$ cat src/rtl/sgx_pkg.sv
package sgx_pkg;
  localparam int BYTE_W = 8;
  localparam int DIVC_W = 10;   // phase counter, longest period 1024

  typedef enum logic [1:0] {ST_IDLE, ST_LOAD, ST_SHIFT} scan_st_t;

  // period of one shift clock in bus clocks for a selector code
  function automatic logic [DIVC_W:0] div_of(input logic [3:0] code);
    case (code)
      4'h5:    return 11'd32;
      4'h7:    return 11'd8;
      4'hC:    return 11'd4;
      4'hD:    return 11'd3;
      4'hE:    return 11'd2;
      default: return 11'd1024;
    endcase
  endfunction

  // bit count of a chain from its port field, clamped to the bank count
  function automatic int unsigned port_bits(input logic [3:0] n, input int unsigned banks);
    int unsigned c;
    c = int'(n);
    if (c > banks) c = banks;
    return c * BYTE_W;
  endfunction
endpackage

$ cat src/rtl/sgx_regs.sv
module sgx_regs #(
  parameter int NUM_BANKS = 8,
  parameter int ADDR_W    = 5,
  localparam int VEC_W    = NUM_BANKS * sgx_pkg::BYTE_W
) (
  input  logic             clk,
  input  logic             rst_n,
  input  logic [ADDR_W-1:0] addr,
  input  logic [7:0]       wdata,
  input  logic             we,
  output logic [7:0]       rdata,
  output logic [VEC_W-1:0] out_vec,
  output logic [7:0]       ctrl,
  output logic [7:0]       clkcfg,
  output logic [7:0]       portcfg,
  input  logic             commit,
  input  logic [VEC_W-1:0] cap_vec,
  input  logic [VEC_W-1:0] cap_mask
);
  localparam int CTRL_OFS = 2 * NUM_BANKS;
  localparam int CLK_OFS  = CTRL_OFS + 1;
  localparam int PORT_OFS = CTRL_OFS + 2;

  logic [7:0] wr_q [NUM_BANKS];
  logic [7:0] rd_q [NUM_BANKS];
  logic [VEC_W-1:0] rd_vec;

  always_ff @(posedge clk or negedge rst_n) begin
    if (!rst_n) begin
      for (int b = 0; b < NUM_BANKS; b++) begin
        wr_q[b] <= '0;
        rd_q[b] <= '0;
      end
      ctrl    <= '0;
      clkcfg  <= '0;
      portcfg <= '0;
    end else begin
      for (int b = 0; b < NUM_BANKS; b++) begin
        if (we && int'(addr) == b) wr_q[b] <= wdata;
        if (commit)
          rd_q[b] <= (rd_q[b] & ~cap_mask[b*8 +: 8]) | (cap_vec[b*8 +: 8] & cap_mask[b*8 +: 8]);
      end
      if (we && int'(addr) == CTRL_OFS) ctrl    <= wdata;
      if (we && int'(addr) == CLK_OFS)  clkcfg  <= wdata;
      if (we && int'(addr) == PORT_OFS) portcfg <= wdata;
    end
  end

  for (genvar b = 0; b < NUM_BANKS; b++) begin : g_flat
    assign out_vec[b*8 +: 8] = wr_q[b];
    assign rd_vec[b*8 +: 8]  = rd_q[b];
  end

  always_comb begin
    rdata = '0;
    for (int b = 0; b < NUM_BANKS; b++) begin
      if (int'(addr) == b)             rdata = wr_q[b];
      if (int'(addr) == NUM_BANKS + b) rdata = rd_q[b];
    end
    if (int'(addr) == CTRL_OFS) rdata = ctrl;
    if (int'(addr) == CLK_OFS)  rdata = clkcfg;
    if (int'(addr) == PORT_OFS) rdata = portcfg;
  end


  rd_hold_chk: assert property (@(posedge clk) disable iff (!rst_n)
    !commit |=> $stable(rd_vec));

  rd_mask_chk: assert property (@(posedge clk) disable iff (!rst_n)
    commit |=> ((rd_vec & ~$past(cap_mask)) == $past(rd_vec & ~cap_mask)));
endmodule

$ cat src/rtl/sgx_clkdiv.sv
module sgx_clkdiv (
  input  logic       clk,
  input  logic       rst_n,
  input  logic       run,
  input  logic [3:0] code,
  output logic       tick,
  output logic       mid,
  output logic       sclk_hi
);
  import sgx_pkg::*;

  logic [DIVC_W-1:0] cnt_q;
  logic [DIVC_W:0]   div;
  logic [DIVC_W:0]   half;
  logic [DIVC_W:0]   cnt_x;

  assign div   = div_of(code);
  assign half  = div >> 1;
  assign cnt_x = {1'b0, cnt_q};

  assign tick    = run && (cnt_x >= div - 11'd1);
  assign mid     = run && (cnt_x == half);
  assign sclk_hi = run && (cnt_x >= half);

  always_ff @(posedge clk or negedge rst_n) begin
    if (!rst_n)             cnt_q <= '0;
    else if (!run || tick)  cnt_q <= '0;
    else                    cnt_q <= cnt_q + 1'b1;
  end


  tick_gap_chk: assert property (@(posedge clk) disable iff (!rst_n)
    tick |=> !tick);
endmodule

$ cat src/rtl/sgx_scan.sv
module sgx_scan #(
  parameter int VEC_W = 64,
  localparam int CNT_W = $clog2(VEC_W + 1),
  localparam int IDX_W = $clog2(VEC_W)
) (
  input  logic             clk,
  input  logic             rst_n,
  input  logic             run_req,
  input  logic             tick,
  input  logic             mid,
  input  logic             sdi,
  input  logic [VEC_W-1:0] out_vec,
  input  logic [CNT_W-1:0] obits,
  input  logic [CNT_W-1:0] ibits,
  output logic             busy,
  output logic             load_act,
  output logic             shift_act,
  output logic             sdo,
  output logic             commit,
  output logic [VEC_W-1:0] cap_vec,
  output logic [VEC_W-1:0] cap_mask
);
  import sgx_pkg::*;

  scan_st_t st_q;
  logic [CNT_W-1:0] step_q, len_q, ob_q, ib_q, lmax, oidx, iidx;
  logic [VEC_W-1:0] cap_q, cap_nxt;
  logic last;

  assign lmax      = (obits > ibits) ? obits : ibits;
  assign busy      = (st_q != ST_IDLE);
  assign load_act  = (st_q == ST_LOAD);
  assign shift_act = (st_q == ST_SHIFT);
  assign last      = (step_q == len_q - 1'b1);
  assign oidx      = len_q - step_q - 1'b1;
  assign iidx      = ib_q - step_q - 1'b1;
  assign sdo       = shift_act && (oidx < ob_q) && out_vec[oidx[IDX_W-1:0]];
  assign commit    = shift_act && tick && run_req && last;
  assign cap_vec   = cap_nxt;

  always_comb begin
    cap_nxt = cap_q;
    if (shift_act && mid && (step_q < ib_q)) cap_nxt[iidx[IDX_W-1:0]] = sdi;
    for (int i = 0; i < VEC_W; i++) cap_mask[i] = (CNT_W'(i) < ib_q);
  end

  always_ff @(posedge clk or negedge rst_n) begin
    if (!rst_n) begin
      st_q   <= ST_IDLE;
      step_q <= '0;
      len_q  <= '0;
      ob_q   <= '0;
      ib_q   <= '0;
      cap_q  <= '0;
    end else begin
      cap_q <= cap_nxt;
      unique case (st_q)
        ST_IDLE: if (run_req) begin
          st_q  <= ST_LOAD;
          len_q <= lmax;
          ob_q  <= obits;
          ib_q  <= ibits;
        end
        ST_LOAD: if (tick) begin
          if (!run_req) st_q <= ST_IDLE;
          else begin
            st_q   <= ST_SHIFT;
            step_q <= '0;
          end
        end
        ST_SHIFT: if (tick) begin
          if (!run_req) st_q <= ST_IDLE;
          else if (last) begin
            st_q  <= ST_LOAD;
            len_q <= lmax;
            ob_q  <= obits;
            ib_q  <= ibits;
          end else step_q <= step_q + 1'b1;
        end
        default: st_q <= ST_IDLE;
      endcase
    end
  end


  ld_end_chk: assert property (@(posedge clk) disable iff (!rst_n)
    $fell(load_act) |-> $past(tick));

  halt_chk: assert property (@(posedge clk) disable iff (!rst_n)
    busy && tick && !run_req |=> !busy);

  idle_hold_chk: assert property (@(posedge clk) disable iff (!rst_n)
    !busy && !run_req |=> !busy);
endmodule

$ cat src/rtl/sgx_engine.sv
module sgx_engine #(
  parameter int NUM_BANKS = 8,
  parameter int ADDR_W    = 5
) (
  input  logic              clk,
  input  logic              rst_n,
  input  logic [ADDR_W-1:0] reg_addr,
  input  logic [7:0]        reg_wdata,
  input  logic              reg_we,
  output logic [7:0]        reg_rdata,
  output logic              ser_clk,
  output logic              ser_load,
  output logic              ser_dout,
  input  logic              ser_din
);
  import sgx_pkg::*;

  localparam int VEC_W = NUM_BANKS * BYTE_W;
  localparam int CNT_W = $clog2(VEC_W + 1);

  logic [VEC_W-1:0] out_vec, cap_vec, cap_mask;
  logic [7:0] ctrl, clkcfg, portcfg;
  logic [CNT_W-1:0] obits, ibits;
  logic run_req, tick, mid, sclk_hi, busy, load_act, shift_act, commit;
  logic unused_cfg;

  assign obits   = CNT_W'(port_bits(portcfg[7:4], NUM_BANKS));
  assign ibits   = CNT_W'(port_bits(portcfg[3:0], NUM_BANKS));
  assign run_req = ctrl[7] && (ctrl[2:1] == 2'b10) && ((obits != '0) || (ibits != '0));
  assign unused_cfg = ^{ctrl[6:3], ctrl[0], clkcfg[7:6]};

  sgx_regs #(.NUM_BANKS(NUM_BANKS), .ADDR_W(ADDR_W)) u_regs (
    .clk(clk), .rst_n(rst_n), .addr(reg_addr), .wdata(reg_wdata), .we(reg_we),
    .rdata(reg_rdata), .out_vec(out_vec), .ctrl(ctrl), .clkcfg(clkcfg),
    .portcfg(portcfg), .commit(commit), .cap_vec(cap_vec), .cap_mask(cap_mask));

  sgx_clkdiv u_div (
    .clk(clk), .rst_n(rst_n), .run(busy), .code(clkcfg[3:0]),
    .tick(tick), .mid(mid), .sclk_hi(sclk_hi));

  sgx_scan #(.VEC_W(VEC_W)) u_scan (
    .clk(clk), .rst_n(rst_n), .run_req(run_req), .tick(tick), .mid(mid),
    .sdi(ser_din), .out_vec(out_vec), .obits(obits), .ibits(ibits),
    .busy(busy), .load_act(load_act), .shift_act(shift_act), .sdo(ser_dout),
    .commit(commit), .cap_vec(cap_vec), .cap_mask(cap_mask));

  assign ser_clk  = clkcfg[4] ^ (shift_act & sclk_hi);
  assign ser_load = clkcfg[5] ^ load_act;


  back_to_back_chk: assert property (@(posedge clk) disable iff (!rst_n)
    commit |=> load_act);
endmodule

$ cat config.mk
export PLATFORM = sky130hd
export DESIGN_NAME = sgx_engine
export DESIGN_NICKNAME = d
export VERILOG_FILES = /design/src/rtl/sgx_pkg.sv /design/src/rtl/sgx_regs.sv /design/src/rtl/sgx_clkdiv.sv /design/src/rtl/sgx_scan.sv /design/src/rtl/sgx_engine.sv
export SDC_FILE = /design/constraint.sdc
export NUM_CORES = 1
export LEC_CHECK = 0
export BUFFER_PORTS_ARGS = -buffer_cell sky130_fd_sc_hd__clkbuf_2
export CAP_MARGIN = 10
export CORE_MARGIN = 1.5
export CORE_UTILIZATION = 60
export CTS_CLUSTER_DIAMETER = 40
export CTS_CLUSTER_SIZE = 30
export DETAILED_ROUTE_END_ITERATION = 8
export GPL_TIMING_DRIVEN = 0
export PLACE_DENSITY = 0.84
export REMOVE_ABC_BUFFERS = 1
export SLEW_MARGIN = 10
export SYNTH_ARGS = -nofsm -noshare
export SYNTH_HDL_FRONTEND = slang
export SYNTH_SLANG_ARGS = --single-unit
$ cat constraint.sdc
create_clock -name clk -period 3.4 [get_ports clk]
set_input_delay 0.17 -clock clk [delete_from_list [all_inputs] [get_ports clk]]
set_output_delay 0.17 -clock clk [all_outputs]
set_load 0.05 [all_outputs]
==> flow_metrics.tcl <==
set metrics [dict create \
    outcome "complete, but fails checks" \
    violations "negative setup slack" \
    die_area_um2 23200 \
    grt_setup_unrepaired "true" \
    hold_violations 0 \
    fin_ws_ns -0.00174 \
    finalSetupTns_ns -0.00174 \
    crit_fanout 33 \
    synth_cells 1244 \
    period_minus_slack_ns 3.40 \
    clock-sinks 247 \
    cap_violations 0 \
    cts_tree "built" \
    netlist_area_um2 13400 \
    worstSkewPairLatency_ns 0.53 \
    seq_area_um2 6190 \
    dr.pass1.iters 7 \
    port_buffers 27 \
    mostFrequentLayoutCells "dfrtp_1 (240), mux2_2 (225), nor2_1 (100)" \
    place_congestion 1.04 \
    synth_ff_type "dfrtp_1" \
    grt_antenna_before_repair 1 \
    post_drt_via_cell_ratio 6.82 \
    criticalPathCategory "in2out" \
    grt-ovfl-total 0 \
    core_area_um2 21900 \
    fin_crit_sh 1.00 \
    post-route-drc-count 0 \
    final_antenna_net_count 0 \
    clk_pin_slew_ns 0.05 \
    synthToLayoutAreaGrowth_pct 12.4 \
    wl_per_cell_um 24.7 \
    synth_edf_count 0 \
    reg2reg_depth 10 \
    critPathArrivalTime_ns 3.23 \
    hp-class "in2reg" \
    yosys_warnings 0 \
    fin_hold_ws_ns 0.135 \
    vias 10700 \
    diodes 0 \
    grt_pass1_vias 10300 \
    htreeDepth 2 \
    ys_types 79 \
    clockBufferDepth 3 \
    start_util 0.612 \
    cts_buffers 34 \
    multi_input_area_um2 6890 \
    ios 28 \
    tightestPinTransition_ns 1.14 \
    yosys_register_bits 247 \
    grt_start_max_net_pins 111 \
    grt_util_all_layers 0.329 \
    wl_um 38600 \
    power_density_nw_per_um2 601 \
    setup_viol 1 \
    slew_violations 0 \
    cp-end-kind "output pin" \
    die_h_um 152 \
    nNetsFinal 1309 \
    p_leak_nw 6.88 \
    clock_skew_ns 0.0220 \
    dr.first_iter.drc_count 1354 \
    synth-async-reset-ratio 1.00 \
    grt_pass1_wl_um 59400 \
    n_fill_cell 1552 \
    fmax_mhz 294 \
    min_path_cells 2 \
    relSlewSlack 0.240 \
    syn_avg_cell_area_um2 10.8 \
    core.rowCount 54 \
    die_x_um 152 \
    final_common_cell "dfrtp_1" \
    hpwlAfterDp_um 26200 \
    seq_area_frac_synth 0.462 \
    peakVddDrop_mv 0.597 \
    start_kind "input pin" \
    power_w 0.00905 \
    cts_root_buf "clkbuf_16" \
    worst_ep_required_time_ns 3.23 \
    drive_gt1_frac 0.295 \
]
-- stage by stage --
step / instances / utilization / area, um^2 / worst slack (ns)
floorplan: 1178 / - / 13100 / 0.0677
global placement: 1485 / 0.621 / 13600 / -2.63
detailed placement: 1489 / 0.625 / 13700 / -0.599
CTS: 1553 / 0.682 / 14900 / -0.176
global route: 1563 / 0.688 / 15100 / -0.0411
finish: 1563 / 0.688 / 15100 / -0.00174
-- area by class of cell --
cell class                 instances  area share
multi-input combinational        896       0.457
sequential                       247       0.411
timing repair buffer              43      0.0223
tap                              280      0.0233
clock inverter                    22      0.0161
inverter                          35     0.00881
clock buffer                      40      0.0607
-- critical path: stages --
cell       delay, ns
buf_2           0.51
nand2b_1        0.53
nor2_1          0.39
a311oi_1        0.19
a2111oi_0       0.60
nor4_1          0.18
o22ai_1         0.29
clkbuf_2        0.33
-- kinds of logic after synthesis --
logic type               after synthesis  synth area share
flip-flops                           247             0.462
AND/OR/NAND/NOR                      365             0.137
XOR/XNOR                              18            0.0123
AO/OA/AOI/OAI                        226             0.110
multiplexers                         252             0.214
adder cells (fa/ha/maj)               35            0.0338
buffers and inverters                101            0.0312
-- worst paths after layout --
| kind | to | startpoint | slack [ns] |
|---|---|---|---|
| hold / removal | u_regs.out_vec[5] | reg_wdata[5] | 0.14 |
| setup reg to reg | register | u_regs.clkcfg[1] | 0.14 |
| min in group asynchronous | u_scan.ob_q[3] | rst_n | 0.15 |
| max in group asynchronous | u_scan.cap_q[10] | rst_n | 2.35 |
| setup / recovery | reg_rdata[7] | reg_addr[0] | -0.002 |
| hold reg to reg | u_scan.cap_q[50] | u_scan.cap_q[50] | 0.49 |
-- cell usage after synthesis, drive strengths merged (19+ instances only) --
cell	instances	area [um^2]
a21oi	50	250
buf	29	148
clkbuf	37	139
dfrtp	247	6180
ha	33	413
inv	34	128
mux2	232	2620
nand2	85	337
nand2b	26	163
nand3	46	235
nor2	100	375
nor2b	19	119
nor3	32	165
o21ai	62	322
-- per-layer routing --
metal,vias to the layer above,track usage,wire length [um]
met5,-,0,0
met4,0,0.138,1670
met3,126,0.0501,3510
met2,627,0.506,17500
met1,5347,0.469,15900
li1,4561,-,-
-- report_power, final --
part           internal, W  switching [W]  leakage (nW)
Clock              0.00208        0.00147         0.557
Combinational     0.000788        0.00115          3.00
Sequential         0.00322       0.000335          3.32
-- repair_timing --
action,in CTS,in global routing
buffers inserted,1,10
pin swaps,0,1
resized for setup,20,18
hold buffers,1,0
endpoints found under the setup margin,97,50
endpoints found under the hold margin,48,0
(Power assumes the default switching activity.)
